===== config.mk =====
export PLATFORM = sky130hd
export DESIGN_NAME = resv_monitor
export DESIGN_NICKNAME = d
export VERILOG_FILES = /design/src/rtl/resv_pkg.sv /design/src/rtl/resv_granule_match.sv /design/src/rtl/resv_readout.sv /design/src/rtl/resv_monitor.sv
export SDC_FILE = /design/constraint.sdc
export NUM_CORES = 1
export LEC_CHECK = 0
export ABC_CLOCK_PERIOD_IN_PS = 1990
export BUFFER_PORTS_ARGS = -buffer_cell sky130_fd_sc_hd__buf_2
export CAP_MARGIN = 20
export CORE_MARGIN = 5
export CORE_UTILIZATION = 43
export CTS_CLUSTER_DIAMETER = 40
export DETAILED_ROUTE_END_ITERATION = 7
export PLACE_DENSITY = 0.8
export SETUP_SLACK_MARGIN = 0.4
export SKIP_LAST_GASP = 1
export SYNTH_ARGS = -nofsm -noshare
export SYNTH_HDL_FRONTEND = slang
export SYNTH_SLANG_ARGS = --single-unit

===== constraint.sdc =====
create_clock -name clk_i -period 1.99 [get_ports clk_i]
set_clock_uncertainty 0.2 [all_clocks]
set_input_delay 0.398 -clock clk_i [delete_from_list [all_inputs] [get_ports clk_i]]
set_output_delay 0.398 -clock clk_i [all_outputs]
set_load 0.02 [all_outputs]

===== src/rtl/resv_pkg.sv =====
package resv_pkg;
    localparam int unsigned RESV_AW_DEF      = 40;
    localparam int unsigned RESV_GRANULE_DEF = 64;

    typedef enum logic [1:0] {
        EV_NONE = 2'd0,
        EV_LR   = 2'd1,
        EV_KILL = 2'd2
    } resv_ev_e;
endpackage


===== src/rtl/resv_granule_match.sv =====
module resv_granule_match #(
    parameter int unsigned W   = 40,
    parameter int unsigned LSB = 6
) (
    input  logic [W-1:0] a_i,
    input  logic [W-1:0] b_i,
    output logic         hit_o
);
    assign hit_o = (a_i[W-1:LSB] == b_i[W-1:LSB]);

    generate
        if (LSB > 0) begin : g_low
            logic unused_low;
            assign unused_low = ^{a_i[LSB-1:0], b_i[LSB-1:0]};
        end
    endgenerate
endmodule


===== src/rtl/resv_readout.sv =====
module resv_readout #(
    parameter int unsigned W = 40
) (
    input  logic         valid_i,
    input  logic [W-1:0] addr_i,
    output logic [W-1:0] view_o
);
    always_comb begin
        view_o = '1;
        if (valid_i) view_o = addr_i;
    end
endmodule


===== src/rtl/resv_monitor.sv =====
module resv_monitor
    import resv_pkg::*;
#(
    parameter int unsigned ADDR_W        = RESV_AW_DEF,
    parameter int unsigned GRANULE_BYTES = RESV_GRANULE_DEF,
    parameter bit          AMO_ABORT     = 1'b0
) (
    input  logic              clk_i,
    input  logic              rst_ni,
    input  logic              lr_i,
    input  logic [ADDR_W-1:0] lr_addr_i,
    input  logic              sc_i,
    input  logic [ADDR_W-1:0] sc_addr_i,
    input  logic              amo_i,
    input  logic              trap_i,
    input  logic              ext_wr_i,
    input  logic              ext_val_i,
    output logic              sc_pass_o,
    output logic              resv_active_o,
    output logic [ADDR_W-1:0] resv_addr_o
);
    localparam int unsigned GRAN_LSB = $clog2(GRANULE_BYTES);

    typedef struct packed {
        logic              valid;
        logic [ADDR_W-1:0] addr;
    } state_t;

    state_t   s_d, s_q;
    resv_ev_e ev_d;
    logic     amo_kill_d;
    logic     kill_d;
    logic     gran_hit_d;

    generate
        if (AMO_ABORT) begin : g_amo_abort
            assign amo_kill_d = amo_i;
        end else begin : g_amo_keep
            assign amo_kill_d = amo_i & 1'b0;
        end
    endgenerate

    assign kill_d = trap_i | (ext_wr_i & ~ext_val_i) | amo_kill_d;

    resv_granule_match #(
        .W   (ADDR_W),
        .LSB (GRAN_LSB)
    ) i_match (
        .a_i   (sc_addr_i),
        .b_i   (s_q.addr),
        .hit_o (gran_hit_d)
    );

    always_comb begin
        s_d  = s_q;
        ev_d = EV_NONE;
        if (lr_i)                ev_d = EV_LR;
        else if (sc_i || kill_d) ev_d = EV_KILL;
        case (ev_d)
            EV_LR: begin
                s_d.valid = 1'b1;
                s_d.addr  = lr_addr_i;
            end
            EV_KILL: s_d.valid = 1'b0;
            default: ;
        endcase
    end

    assign sc_pass_o = sc_i & s_q.valid & gran_hit_d & ~kill_d;

    always_ff @(posedge clk_i or negedge rst_ni) begin
        if (!rst_ni) s_q <= '{valid: 1'b0, addr: '0};
        else         s_q <= s_d;
    end

    assign resv_active_o = s_q.valid;

    resv_readout #(
        .W (ADDR_W)
    ) i_readout (
        .valid_i (s_q.valid),
        .addr_i  (s_q.addr),
        .view_o  (resv_addr_o)
    );
endmodule


==> summary.txt <==
CTS
  – Clock Tree Buf Depth: 2
  – Worst-Skew Late Latency: 0.29 ns
  – Total CTS buffers: 5
  – Clock slew at the register clock pins of the worst setup and hold paths: 0.08 ns
  – TritonCTS clock tree: done
  – H-tree levels: 2
  – Clk root buf: clkbuf_8
  – Sink Count: 41

Global routing
  – Vias in the first global route: 2181
  – Initial antenna violation count: 0
  – Grt total ovfl: 0
  – Gr usage total: 20.81%
  – Largest net degree at the start of global routing: 23
  – Global-route wire length before repair: 10.27 mm

Power and ir drop
  – Pwr Density: 676.3 nW/µm²
  – Pleak: 2.013 nW
  – Combinational Power Share: 33.9%
  – Int Pwr: 1.940 mW
  – Sw Share: 28.10%
  – Worst VDD drop: 0.3679 mV
  – Psw: 0.7582 mW
  – Clock Power Share: 29.6%
  – Seq pwr share: 36.5%

Routing
  – Met3 wire len: 570 µm
  – Detail Route Antenna Nets: 0
  – Uppermost routed layer: met4
  – Wire length per cell: 18.78 µm
  – Detailed Route WL: 7.567 mm
  – Drt via density: 5.037
  – Drt drc: 0
  – Via Count: 2030
  – Pre-antenna DRT Iters: 4
  – M1 WL: 2.557 mm
  – Initial DRC count: 47
  – DR WL met2: 4.252 mm

Floorplanning
  – Die area: 6572 µm²
  – Die width: 81.07 µm
  – Core Area: 4817 µm²
  – Row count: 25
  – Top-level I/O count: 130
  – Chip Height: 81.07 µm
  – Starting Density: 45.09%

Logic synthesis
  – Synth Area in Adders: 0%
  – Syn Std Cell Area: 2172 µm²
  – Simple-Gate Fraction of Synth Area: 15.96%
  – Post-synth EDFFs: 0
  – Most used DFF post-synth: dfrtp_1
  – Sequential element share of the synthesized area: 47.24%
  – Synth Area in Compound Gates: 0.3456%
  – Distinct cells, synth: 16
  – Main combinational cell family by area after synthesis: multiplexers
  – Mux cell area share after synthesis: 20.74%
  – #FFs+latches synth: 41
  – Synth warn: 0
  – Synth Area in XOR/XNOR: 13.71%
  – Mapped Cells: 181
  – Avg Cell Area, Syn: 12.00 µm²
  – Syn Nets: 269
  – Ys async rst share: 100.0%

Hold path
  – Worst hold path type: input pin to flip-flop
  – WHS Endpoint: resv_active_o
  – Worst hold start: sc_i
  – Hold path depth: 2

Timing
  – Part of the cycle the worst path needs: 126.1%
  – F_max: 398.5 MHz
  – RSZ-0062 raised after global routing: true
  – Slew HR: 66.93%
  – Final min period: 2.509 ns
  – Final Slew Violations: 0
  – Post-route setup slack: -0.5194 ns
  – Slew @ Worst Pin: 0.4961 ns
  – Fin. Hold Viols: 0
  – Final setup violation count: 1

Placement
  – Hpwl dp: 4.653 mm
  – Placer Congestion: 0.7505
  – I/O Buffers: 122
  – Pre-CTS setup slack: -0.3655 ns
  – Dpl cells: 385

Worst setup path
  – R2r startpoint: s_q[39]
  – Required time of the critical path: 1.39 ns
  – Reg2Reg Setup Slack: 0.82 ns
  – Critical path startpoint category: flip-flop
  – CP arrival: 1.91 ns
  – Reg2Reg Depth: 2
  – Worst-path fanout max: 2
  – RR Endpoint: s_q[39]
  – Setup crit end kind: primary output
  – Worst setup path class: flip-flop to primary output

Layout
  – Fill count: 268
  – Antenna fix cells: 0
  – Area growth syn-to-layout: 83.70%
  – Final std cells w/o fill: 403
  – Share of cells above drive strength 1: 61.90%
  – Nets: 423

Status
  – Status: complete, but fails checks
  – Failing checks: negative setup slack

Run
  – Max capacitance violation total: 0
## kinds of logic after synthesis
group | after synthesis
AOI/OAI and AO/OA | 1
xor gates and xnor gates | 34
buffers and inverters | 10
DFF | 41
muxes | 40
and+or+nand+nor | 55
## how the worst max path moves through the flow
| stage | startpoint | end | slack, ns | depth (start not counted) |
|---|---|---|---|---|
| after floorplan | sc_addr_i[39] | sc_pass_o | 0.04 | 4 |
| after global placement | sc_addr_i[34] | sc_pass_o | -0.37 | 7 |
| after detailed placement | sc_addr_i[34] | sc_pass_o | -0.37 | 7 |
| after CTS | s_q[35] | sc_pass_o | -0.49 | 5 |
| after global routing | s_q[24] | sc_pass_o | -0.63 | 5 |
| final | s_q[24] | sc_pass_o | -0.52 | 5 |
## layout make-up
type	instances	area, µm²	share of cell area [%]
multi-input cells	130	1430	35.84
repair buffers	156	1313	32.89
flip-flops and latches	41	1026	25.71
well taps	67	83.83	2.101
clock buffers	5	68.82	1.725
clock inverters	3	65.06	1.631
inverters	1	3.754	0.09407
## cell usage after synthesis, types with 2 or more instances
cell / instances / area (µm²)
buf_2: 5 / 25.02
clkbuf_1: 4 / 15.01
dfrtp_1: 41 / 1026
mux2_1: 39 / 439.2
nand2b_1: 41 / 256.5
nand4_1: 2 / 12.51
nor4_1: 8 / 50.05
xor2_1: 33 / 289.0
## cell usage in the layout (no fill, tap or decap), drive strengths merged, types with 2 or more instances in the layout
cell / n
buf: 152
bufinv: 2
clkbuf: 8
dfrtp: 41
mux2: 40
nand2b: 41
nand4: 2
nor4: 9
xor2: 33
## power groups by stage
stage	Sequential [mW]	Clock, mW	Combinational, mW
final	0.985	0.799	0.915
after global routing	0.999	0.849	0.974
after CTS	0.979	0.810	0.727
after detailed placement	0.995	0	0.591
after global placement	0.988	0	0.578
after floorplan	0.980	0	0.320
## timing repair
action / in CTS / in global routing
gates resized for setup: 66 / 73
hold endpoints to repair: 19 / 0
endpoints found under the setup margin: 42 / 42
buffers inserted: 2 / 0
gates cloned: 4 / 3
hold buffers: 1 / 0
## sequential cells by signal, summed over array words and instances, names as in the netlist
signal / flops
s_q: 40
resv_active_o: 1
## per-layer routing
metal / vias up / global-route usage, %
li1: 920 / -
met1: 998 / 23.50
met2: 96 / 36.54
met3: 16 / 6.652
met4: 0 / 7.770
met5: - / 0
## worst max-delay path, cell delays in order, from the launching register on
cell	delay, ns
dfrtp_1	0.43
xor2_1	0.18
nor4_1	0.41
nand4_1	0.21
nor4_4	0.19
buf_4	0.19
## through the flow
stage / power, mW / hold WS (ns) / TNS [ns] / utilization [%] / instance area, µm²
after CTS: 2.516 / 0.09038 / -0.4874 / 72.83 / 3508
after global routing: 2.821 / 0.08700 / -0.6295 / 82.83 / 3990
after global placement: 1.566 / 0.1741 / -0.3689 / 62.86 / 3028
after floorplan: 1.300 / -0.09759 / 0 / - / 2181
after detailed placement: 1.586 / 0.1822 / -0.3655 / 62.86 / 3028
final: 2.699 / 0.09557 / -0.5194 / 82.83 / 3990
Power figures use the tool's default switching activity.
